`config.mk`:
```
export PLATFORM = sky130hd
export DESIGN_NAME = scsi_fifo_drq
export DESIGN_NICKNAME = d
export VERILOG_FILES = /design/src/rtl/scsi_fifo_pkg.sv /design/src/rtl/scsi_byte_fifo.sv /design/src/rtl/scsi_drq_gen.sv /design/src/rtl/scsi_xfer_counter.sv /design/src/rtl/scsi_fifo_drq.sv
export SDC_FILE = /design/constraint.sdc
export NUM_CORES = 1
export LEC_CHECK = 0
export ABC_AREA = 0
export BUFFER_PORTS_ARGS = -buffer_cell sky130_fd_sc_hd__buf_2
export CORE_ASPECT_RATIO = 0.8
export CORE_UTILIZATION = 60
export DETAILED_ROUTE_END_ITERATION = 10
export PLACE_DENSITY_LB_ADDON = 0.2
export SYNTH_ARGS = -nofsm -noshare
export SYNTH_HDL_FRONTEND = slang
export SYNTH_HIERARCHICAL = 1
export SYNTH_SLANG_ARGS = --single-unit
```
`constraint.sdc`:
```
create_clock -name clk_i -period 7.65 [get_ports clk_i]
set_input_delay 0.3825 -clock clk_i [delete_from_list [all_inputs] [get_ports clk_i]]
set_output_delay 0.3825 -clock clk_i [all_outputs]
set_load 0.01 [all_outputs]
```
`src/rtl/scsi_fifo_pkg.sv`:
```
package scsi_fifo_pkg;
  typedef enum logic [2:0] {
    PH_DOUT = 3'd0,
    PH_DIN  = 3'd1,
    PH_CMD  = 3'd2,
    PH_STAT = 3'd3,
    PH_RSV4 = 3'd4,
    PH_RSV5 = 3'd5,
    PH_MOUT = 3'd6,
    PH_MIN  = 3'd7
  } bus_phase_e;

  typedef enum logic [1:0] {
    DIR_TO_DEV,
    DIR_TO_HOST,
    DIR_NONE
  } xfer_dir_e;

  function automatic xfer_dir_e phase_dir(bus_phase_e p);
    case (p)
      PH_DOUT, PH_CMD, PH_MOUT: return DIR_TO_DEV;
      PH_DIN, PH_STAT, PH_MIN:  return DIR_TO_HOST;
      default:                  return DIR_NONE;
    endcase
  endfunction
endpackage

```
`src/rtl/scsi_byte_fifo.sv`:
```
module scsi_byte_fifo #(
  parameter int DEPTH  = 16,
  parameter int DATA_W = 8,
  localparam int PTR_W = $clog2(DEPTH),
  localparam int CNT_W = $clog2(DEPTH + 1)
) (
  input  logic              clk_i,
  input  logic              rst_ni,
  input  logic              push_i,
  input  logic [DATA_W-1:0] wdata_i,
  input  logic              pop_i,
  output logic              full_o,
  output logic [CNT_W-1:0]  used_o,
  output logic [CNT_W-1:0]  used_nx_o,
  output logic [DATA_W-1:0] rdata_o
);
  localparam logic [CNT_W-1:0] DEPTH_C = CNT_W'(DEPTH);
  localparam logic [PTR_W-1:0] LAST_C  = PTR_W'(DEPTH - 1);

  logic [DATA_W-1:0] mem_q [DEPTH];
  logic [PTR_W-1:0]  wr_ptr_q, rd_ptr_q;
  logic [CNT_W-1:0]  cnt_q;
  logic              do_push, do_pop;

  assign full_o  = (cnt_q == DEPTH_C);
  assign do_push = push_i && !full_o;
  assign do_pop  = pop_i && (cnt_q != '0);

  always_comb begin
    used_nx_o = cnt_q;
    case ({do_push, do_pop})
      2'b10:   used_nx_o = cnt_q + 1'b1;
      2'b01:   used_nx_o = cnt_q - 1'b1;
      default: used_nx_o = cnt_q;
    endcase
  end
  assign used_o = cnt_q;

  always_ff @(posedge clk_i) begin
    if (do_push) mem_q[wr_ptr_q] <= wdata_i;
  end

  always_ff @(posedge clk_i or negedge rst_ni) begin
    if (!rst_ni) begin
      wr_ptr_q <= '0;
      rd_ptr_q <= '0;
      cnt_q    <= '0;
      rdata_o  <= '0;
    end else begin
      cnt_q <= used_nx_o;
      if (do_push) wr_ptr_q <= (wr_ptr_q == LAST_C) ? '0 : wr_ptr_q + 1'b1;
      if (do_pop)  rd_ptr_q <= (rd_ptr_q == LAST_C) ? '0 : rd_ptr_q + 1'b1;
      if (pop_i)   rdata_o  <= do_pop ? mem_q[rd_ptr_q] : '0;
    end
  end

  assert_full_hold_R7: assert property (@(posedge clk_i) disable iff (!rst_ni)
    (full_o && push_i && !pop_i) |=> (used_o == DEPTH_C));
  assert_empty_pop_R8: assert property (@(posedge clk_i) disable iff (!rst_ni)
    (used_o == '0 && pop_i) |=> (rdata_o == '0));
  assert_level_bound_R6: assert property (@(posedge clk_i) disable iff (!rst_ni)
    used_o <= DEPTH_C);
endmodule

```
`src/rtl/scsi_drq_gen.sv`:
```
module scsi_drq_gen
  import scsi_fifo_pkg::*;
#(
  parameter int DEPTH  = 16,
  parameter int THRESH = 2,
  localparam int CNT_W = $clog2(DEPTH + 1)
) (
  input  logic             clk_i,
  input  logic             rst_ni,
  input  logic             eval_i,
  input  bus_phase_e       phase_i,
  input  logic             dma_en_i,
  input  logic [CNT_W-1:0] used_nx_i,
  output logic             drq_o
);
  localparam logic [CNT_W-1:0] DEPTH_C  = CNT_W'(DEPTH);
  localparam logic [CNT_W-1:0] THRESH_C = CNT_W'(THRESH);

  logic [CNT_W-1:0] free_nx;
  logic             drq_d;
  xfer_dir_e        dir;

  assign free_nx = DEPTH_C - used_nx_i;
  assign dir     = phase_dir(phase_i);

  always_comb begin
    drq_d = drq_o;
    if (eval_i) begin
      case (dir)
        DIR_TO_DEV:  drq_d = dma_en_i && (free_nx >= THRESH_C);
        DIR_TO_HOST: drq_d = dma_en_i && (used_nx_i >= THRESH_C);
        default:     drq_d = drq_o;  // reserved phase: no re-evaluation
      endcase
    end
  end

  always_ff @(posedge clk_i or negedge rst_ni) begin
    if (!rst_ni) drq_o <= 1'b0;
    else         drq_o <= drq_d;
  end

  assert_dma_off_R5: assert property (@(posedge clk_i) disable iff (!rst_ni)
    (eval_i && !dma_en_i && dir != DIR_NONE) |=> !drq_o);
  assert_rsv_hold_R2: assert property (@(posedge clk_i) disable iff (!rst_ni)
    (eval_i && dir == DIR_NONE) |=> $stable(drq_o));
  assert_idle_hold_R12: assert property (@(posedge clk_i) disable iff (!rst_ni)
    !eval_i |=> $stable(drq_o));
endmodule

```
`src/rtl/scsi_xfer_counter.sv`:
```
module scsi_xfer_counter #(
  parameter int TC_W = 16
) (
  input  logic            clk_i,
  input  logic            rst_ni,
  input  logic            load_i,
  input  logic [TC_W-1:0] load_val_i,
  input  logic            dec_req_i,
  input  logic            drq_i,
  output logic [TC_W-1:0] tc_o
);
  always_ff @(posedge clk_i or negedge rst_ni) begin
    if (!rst_ni)                             tc_o <= '0;
    else if (load_i)                         tc_o <= load_val_i;
    else if (dec_req_i && drq_i && tc_o != '0) tc_o <= tc_o - 1'b1;
  end

  assert_tc_gate_R9: assert property (@(posedge clk_i) disable iff (!rst_ni)
    (dec_req_i && !load_i && !drq_i) |=> $stable(tc_o));
  assert_tc_floor_R9: assert property (@(posedge clk_i) disable iff (!rst_ni)
    (tc_o == '0 && !load_i) |=> (tc_o == '0));
endmodule

```
`src/rtl/scsi_fifo_drq.sv`:
```
module scsi_fifo_drq
  import scsi_fifo_pkg::*;
#(
  parameter int DEPTH  = 16,
  parameter int DATA_W = 8,
  parameter int TC_W   = 16,
  parameter int THRESH = 2,
  localparam int CNT_W = $clog2(DEPTH + 1)
) (
  input  logic              clk_i,
  input  logic              rst_ni,
  input  logic              dma_en_i,
  input  logic              phase_we_i,
  input  logic [2:0]        phase_i,
  input  logic              cpu_push_i,
  input  logic [DATA_W-1:0] cpu_wdata_i,
  input  logic              cpu_pop_i,
  output logic [DATA_W-1:0] cpu_rdata_o,
  input  logic              pdma_push_i,
  input  logic [DATA_W-1:0] pdma_wdata_i,
  input  logic              tc_load_i,
  input  logic [TC_W-1:0]   tc_load_val_i,
  input  logic              ovr_clr_i,
  output logic [2:0]        phase_o,
  output logic              drq_o,
  output logic [CNT_W-1:0]  level_o,
  output logic [TC_W-1:0]   tc_o,
  output logic              overrun_o
);
  bus_phase_e        phase_q, phase_nx;
  logic              fifo_full, fifo_push, eval;
  logic [DATA_W-1:0] push_data;
  logic [CNT_W-1:0]  used_nx;

  assign phase_nx  = phase_we_i ? bus_phase_e'(phase_i) : phase_q;
  assign fifo_push = pdma_push_i || cpu_push_i;
  assign push_data = pdma_push_i ? pdma_wdata_i : cpu_wdata_i;
  assign eval      = fifo_push || cpu_pop_i || phase_we_i;
  assign phase_o   = phase_q;

  always_ff @(posedge clk_i or negedge rst_ni) begin
    if (!rst_ni) begin
      phase_q   <= PH_DOUT;
      overrun_o <= 1'b0;
    end else begin
      phase_q <= phase_nx;
      // only the pseudo-DMA path reports a dropped byte
      if (pdma_push_i && fifo_full) overrun_o <= 1'b1;
      else if (ovr_clr_i)           overrun_o <= 1'b0;
    end
  end

  scsi_byte_fifo #(.DEPTH(DEPTH), .DATA_W(DATA_W)) u_fifo (
    .clk_i, .rst_ni,
    .push_i   (fifo_push),
    .wdata_i  (push_data),
    .pop_i    (cpu_pop_i),
    .full_o   (fifo_full),
    .used_o   (level_o),
    .used_nx_o(used_nx),
    .rdata_o  (cpu_rdata_o)
  );

  scsi_drq_gen #(.DEPTH(DEPTH), .THRESH(THRESH)) u_drq (
    .clk_i, .rst_ni,
    .eval_i   (eval),
    .phase_i  (phase_nx),
    .dma_en_i (dma_en_i),
    .used_nx_i(used_nx),
    .drq_o    (drq_o)
  );

  scsi_xfer_counter #(.TC_W(TC_W)) u_tc (
    .clk_i, .rst_ni,
    .load_i    (tc_load_i),
    .load_val_i(tc_load_val_i),
    .dec_req_i (pdma_push_i),
    .drq_i     (drq_o),
    .tc_o      (tc_o)
  );

  assert_ovr_sticky_R6: assert property (@(posedge clk_i) disable iff (!rst_ni)
    (overrun_o && !ovr_clr_i) |=> overrun_o);
  assert_cpu_full_R7: assert property (@(posedge clk_i) disable iff (!rst_ni)
    (fifo_full && cpu_push_i && !pdma_push_i && !ovr_clr_i) |=> $stable(overrun_o));
  assert_phase_wr_R10: assert property (@(posedge clk_i) disable iff (!rst_ni)
    phase_we_i |=> (phase_o == $past(phase_i)));
endmodule

```
# Word level (Yosys, flattened, before mapping)
# Memory sizes are Yosys's and may differ from the RTL's.
# Cells that the tools add are included.
totals:
  regBits: 42
  ram_bits: 128
  output_inout_bits: 34
  word_cells: 63
  n_memories: 1
classes:
  add_sub_neg: 6
  n_lt_le_gt_ge: 2
  eq_ne: 11
  mux: 14
  reduce_logical: 21
memory_table:
  columns: ["memory", "words", "word_bits", "rd", "rd_ports_with_merged_regs", "write_ports", "line", "rtl"]
  rows:
  - ["u_fifo.mem_q", 16, 8, 1, 0, 1, "scsi_byte_fifo.sv:20", "logic [DATA_W-1:0] mem_q [DEPTH];"]
ops:
  columns: ["operator", "count"]
  rows:
  - ["$mux W16", 2]
  - ["$mux W8", 2]
  - ["$reduce_bool A16 Y1", 1]
  - ["$sub A16 B1 Y16 const B", 1]
  - ["$ge A5 B2 Y1 const B", 2]
  - ["$pmux W5 S2", 1]
  - ["$add A4 B1 Y4 const B", 2]
  - ["$eq A4 B4 Y1 const B", 2]
  - ["$mux W4", 2]
  - ["$logic_and A1 B1 Y1", 7]
  - ["$eq A3 B2 Y1 const B", 2]
  - ["$eq A3 B3 Y1 const B", 2]
  - ["$reduce_bool A2 Y1", 3]
  - ["$reduce_or A3 Y1", 2]
  - ["$add A5 B1 Y5 const B", 1]
  - ["$eq A5 B5 Y1 const B", 1]
  - ["$reduce_bool A5 Y1", 1]
  - ["$sub A5 B1 Y5 const B", 1]
  - ["$sub A5 B5 Y5 const A", 1]
  - ["$eq A2 B1 Y1 const B", 2]
  - ["$mux W1", 4]
  - ["$pmux W2 S2", 1]
  - ["$eq A3 B1 Y1 const B", 1]
  - ["$logic_not A3 Y1", 1]
  - ["other kinds (7)", 9]

# Longest topological paths before layout
logic_depth:
  ltp_word: 9
  ltp_mapped: 17

# Modules after synthesis
# The synthesis kept the hierarchy.
by_module_without_submodules:
  columns: ["mod", "n_inst", "cells_per_inst", "area_each_um2", "seq_area_each_um2"]
  rows:
  - ["scsi_byte_fifo", 1, 316, 6023.3, 4369.2]
  - ["scsi_xfer_counter", 1, 134, 1118.6, 400.4]
  - ["scsi_fifo_drq", 1, 21, 262.8, 100.1]
  - ["scsi_drq_gen", 1, 21, 161.4, 25.0]

# Least setup slack after synthesis
# Ideal clock, no wire load.
synth_timing:
  path_type: "register to register"
  start: "register u_fifo.cnt_q[1], in the netlist u_fifo/used_o[1]"
  end: "register u_drq.drq_o"
  setup_ns: 0.086
  arrival_ns: 3.148
  path_slack_ns: 4.417
  stages_incl_launch_ff: 16
  n_path_buf: 2
  cell_sequence: "dfrtp_1 buf_6 or4_4 o21ai_4 inv_4 ha_1 clkbuf_1 xor2_1 ha_1 and3b_1 o21ai_0 a21oi_1 xor2_1 nor4b_1 a211o_1 a32oi_1"
synth_between:
  elab_chain_len: 9
  word_cells_on_any_way: 16
  cone_classes: "add/sub (3); order compare (2); eq/ne (3); mux (2); reduce/logical (6)"
synth_lines:
  columns: ["element", "line", "rtl"]
  rows:
  - ["from (decl)", "scsi_byte_fifo.sv:22", "logic [CNT_W-1:0] cnt_q;"]
  - ["from (signal assigned)", "scsi_byte_fifo.sv:50", "cnt_q <= used_nx_o;"]
  - ["$eq A5 B5 Y1", "scsi_byte_fifo.sv:25", "assign full_o = (cnt_q == DEPTH_C);"]
  - ["$logic_not A1 Y1", "scsi_byte_fifo.sv:26", "assign do_push = push_i && !full_o;"]
  - ["$logic_and A1 B1 Y1", "scsi_byte_fifo.sv:26", null]
  - ["$eq A2 B1 Y1 / $eq A2 B2 Y1 (equally long branches)", "scsi_byte_fifo.sv:31", "case ({do_push, do_pop})"]
  - ["$pmux W5 S2 *", "scsi_byte_fifo.sv:31", null]
  - ["via used_nx[4]", "scsi_fifo_drq.sv:33", "logic [CNT_W-1:0] used_nx;"]
  - ["$sub A5 B5 Y5", "scsi_drq_gen.sv:23", "assign free_nx = DEPTH_C - used_nx_i;"]
  - ["$ge A5 B2 Y1", "scsi_drq_gen.sv:30", "DIR_TO_DEV: drq_d = dma_en_i && (free_nx >= THRESH_C);"]
  - ["$logic_and A1 B1 Y1", "scsi_drq_gen.sv:30", null]
  - ["$pmux W1 S2 *", "scsi_drq_gen.sv:29", "case (dir)"]
  - ["to (signal assigned)", "scsi_drq_gen.sv:39", "else drq_o <= drq_d;"]
  - ["to (decl)", "scsi_drq_gen.sv:14", "output logic drq_o"]
# Mark *: on every way through the listed nets, which the timed path passes. The rest lies on a longest branch.
# A chain may end at the register's enable or synchronous reset.

# Worst setup path in the final report
layout_timing:
  start: "register u_fifo.cnt_q[2], in the netlist u_fifo/used_o[2]"
  end: "register u_drq.drq_o"
# The elaborated chain is that of the path after synthesis.

==> results.py <==
metrics = {
    "run_status": {
        "outcome": "finished, final reports clean",
    },
    "grt": {
        "antenna_found_initial": 0,
        "grt_usage": 0.2616,
        "grt_start_max_net_pins": 43,
        "grt_overflow": 0,
        "grt_pass1_vias": 4462,
        "grt_pass1_wl_um": 24450,
    },
    "timing": {
        "rsz0062_at_grt": "no",
        "clock_skew_ns": 0.009130,
        "fmax_ghz": 0.2621,
        "finalCriticalPeriod_ns": 3.815,
        "finalHoldViolCount": 0,
        "final.period_utilization": 0.4987,
        "worst_pin_slew_ns": 1.205,
        "drv_slew": 0,
        "setup_viol": 0,
        "fin_ws_ns": 3.835,
        "fin_setup_tns_ns": 0,
        "maxSlewHeadroom": 0.1908,
    },
    "logic_synthesis": {
        "yosys.area.top_type": "edfxtp_1",
        "syn_area_per_cell_um2": 15.38,
        "synth-edff-count": 128,
        "synth_nets": 548,
        "synth_top_cell_area_share": 0.5080,
        "synth.cell_area_um2": 7566,
        "yosysSeqAreaShare": 0.6469,
        "synth-main-ff-cell": "edfxtp_1",
        "synth_cell_type_count": 66,
        "synthTopCellsByArea": "edfxtp_1 (51%), dfrtp_1 (14%), mux4_2 (9.5%), mux2i_1 (2.2%), ha_1 (2.0%)",
        "ys_seq_elements": 170,
        "syn-instance-count": 492,
        "async_flop_share": 0.2471,
        "yosys_warnings": 6,
    },
    "cts": {
        "cts.clk_slew.worst_paths_ns": 0.07,
        "clk_latency_ns": 0.44,
        "cts_root_buf": "clkbuf_16",
        "cts_hold_buf": 0,
        "h-tree-depth": 4,
        "cts_setup_buffers": 0,
        "numCtsBuffers": 17,
        "cts_tree": "done",
        "cts.repair.resized": 0,
        "cts.sinks": 170,
        "clk_path_buf_depth": 2,
    },
    "pwr": {
        "ir_drop_uv": 233.0,
        "p_leak_nw": 3.187,
        "p_sw_frac": 0.3382,
        "pwr-share-clk": 0.279,
        "pwr-share-comb": 0.276,
        "cellPowerDensity_nw_per_um2": 350.4,
        "p_int_mw": 2.003,
        "seqPwrFrac": 0.445,
        "p_switching_mw": 1.024,
        "finalPower_mw": 3.027,
    },
    "final_layout": {
        "n_antenna_cell": 0,
        "final_cells": 749,
        "nets": 621,
        "post_route_cells_drive_above_1_share": 0.2976,
        "n_fill_cell": 813,
        "area_growth_pct": 14.19,
        "final_area_um2": 8640,
    },
    "route": {
        "wire_per_inst_um": 20.42,
        "ant_nets": 0,
        "wirelength_um": 15300,
        "num_vias": 4523,
        "vias_per_cell": 6.039,
        "drc": 0,
        "drt-initial-drc-count": 314,
        "first_pass_iters": 5,
    },
    "die": {
        "num_rows": 36,
        "start_util": 0.6175,
        "dieWidth_um": 127.6,
        "die_h_um": 102.4,
        "coreArea_um2": 12250,
        "die_area_um2": 13070,
        "io_pins": 78,
    },
    "placement": {
        "dpl.hpwl_um": 10120,
        "place_inst": 717,
        "globalplace.congestion": 0.9326,
        "dpl_worst_slack_ns": 3.632,
        "numPortBuffers": 77,
        "place_area_um2": 8050,
    },
    "job": {
        "max-cap-violations": 0,
    },
    "worst_setup_path": {
        "crit_arrival_ns": 4.16,
        "cp_max_fo": 11,
        "cp-start-kind": "flop",
        "crit_required_ns": 7.99,
        "critPathKind": "flop to flop",
        "cp-end-kind": "flop",
    },
    "hold_path": {
        "hold_class": "primary input to asynchronous set/reset pin",
    },
}
worst paths after layout:
path / from / end / slack, ns / depth (start not counted)
setup / recovery: u_fifo/used_o[2] / u_drq/drq_o / 3.84 / 13
hold / removal: rst_ni / u_tc/tc_o[9] / 0.1 / 1
setup reg to reg: u_fifo/used_o[2] / u_drq/drq_o / 3.84 / 13
hold reg to reg: u_fifo/rdata_o[3] / u_fifo/rdata_o[3] / 0.49 / 2
max in group asynchronous: rst_ni / u_fifo/rd_ptr_q[3] / 6.88 / 1
min in group clk_i: ovr_clr_i / overrun_o / 0.16 / 2
placed cells by master, fill, tap and decap left out, types with 5 or more instances in the layout:
master and count:
a21oi_1 10, a31oi_1 5, buf_2 77, clkbuf_16 17
dfrtp_1 40, edfxtp_1 128, ha_1 12, inv_1 16
inv_8 7, mux2_2 12, mux2i_1 17, mux4_2 32
nand2_1 26, nand2b_1 11, nand3_1 8, nand4_1 6
nor2_1 33, nor3_1 8, o21ai_0 12, o221ai_1 8
o31ai_1 7, xor2_1 7
layer usage:
layer / vias up / track usage / routed length [um]
met1: 2267 / 0.3637 / 6758
met5: - / 0 / 0
li1: 2076 / - / -
met4: 0 / 0.08516 / 162
met2: 164 / 0.4132 / 7378
met3: 16 / 0.06440 / 998
power groups by stage:
stage | clock network, mW | registers (mW) | logic (mW)
2_1_floorplan | 0 | 1.28 | 0.668
3_3_place_gp | 0 | 1.35 | 0.804
3_5_place_dp | 0 | 1.36 | 0.833
4_1_cts | 0.860 | 1.35 | 0.840
5_1_grt | 0.901 | 1.37 | 0.920
6_report | 0.844 | 1.35 | 0.837
cells in the mapped netlist, types with 2 or more instances:
library cell and n:
o21ai_0 12, o2111ai_1 3, inv_1 16, nor3_1 9, o31ai_1 7, mux2_2 12, a211o_1 2, o221ai_1 8
xor2_1 7, buf_6 3, nor4_1 4, or3b_1 2, dfrtp_1 42, nor4b_1 2, a21oi_1 10, edfxtp_1 128
and2_1 2, mux2i_1 17, a21boi_0 2, nor2_1 33, xnor2_1 3, or3_1 3, nand2_1 26, nor2b_1 3
nand4_1 6, a22oi_1 2, nand3_1 8, buf_2 6, mux4_2 32, clkbuf_1 12, buf_1 2, a32oi_1 4
nand2b_1 11, o211ai_1 2, or4_1 4, ha_1 12, a31oi_1 5, and3b_1 2
final cells by class:
type / instances / area (um^2) / area share
repair buffers: 79 / 400.4 / 0.04634
well taps: 171 / 214.0 / 0.02476
multi-input cells: 280 / 2472 / 0.2862
inverters: 17 / 66.31 / 0.007676
flip-flops and latches: 170 / 4897 / 0.5668
clock buffers: 17 / 425.4 / 0.04924
clock inverters: 15 / 163.9 / 0.01897
critical path, cell delays in order, from the launching register on:
cell	delay, ns
dfrtp_1	0.50
nor4_1	0.12
a21boi_0	0.83
inv_1	0.16
ha_1	0.36
xor2_1	0.18
ha_1	0.22
inv_1	0.06
a32oi_1	0.11
a21oi_1	0.21
xor2_1	0.37
nor4b_1	0.11
a211o_1	0.30
a32oi_1	0.18
cells by family (layout without fill, tap and decap cells):
kind of cell / after synthesis / count (layout) / synth area share
flops: 170 / 170 / 0.6469
simple gates: 129 / 129 / 0.09493
compound gates: 68 / 68 / 0.06417
mux: 61 / 61 / 0.1356
buf+inv: 42 / 128 / 0.02696
fa+ha+maj: 12 / 12 / 0.01984
xor+xnor: 10 / 10 / 0.01158
flip-flops by register name (all words and copies together), names as in the netlist:
name             count
overrun_o            1
phase_o              3
u_drq/drq_o          1
u_fifo/mem_q       128
u_fifo/rd_ptr_q      4
u_fifo/rdata_o       8
u_fifo/used_o        5
u_fifo/wr_ptr_q      4
u_tc/tc_o           16
through the flow:
step	util	hold WS, ns
after CTS	0.7052	0.1190
after floorplan	-	0.08691
after global routing	0.7052	0.1429
after detailed placement	0.6571	0.4803
final	0.7052	0.09964
after global placement	0.6571	0.4770
Note: power is estimated with default switching activity, not from simulation.
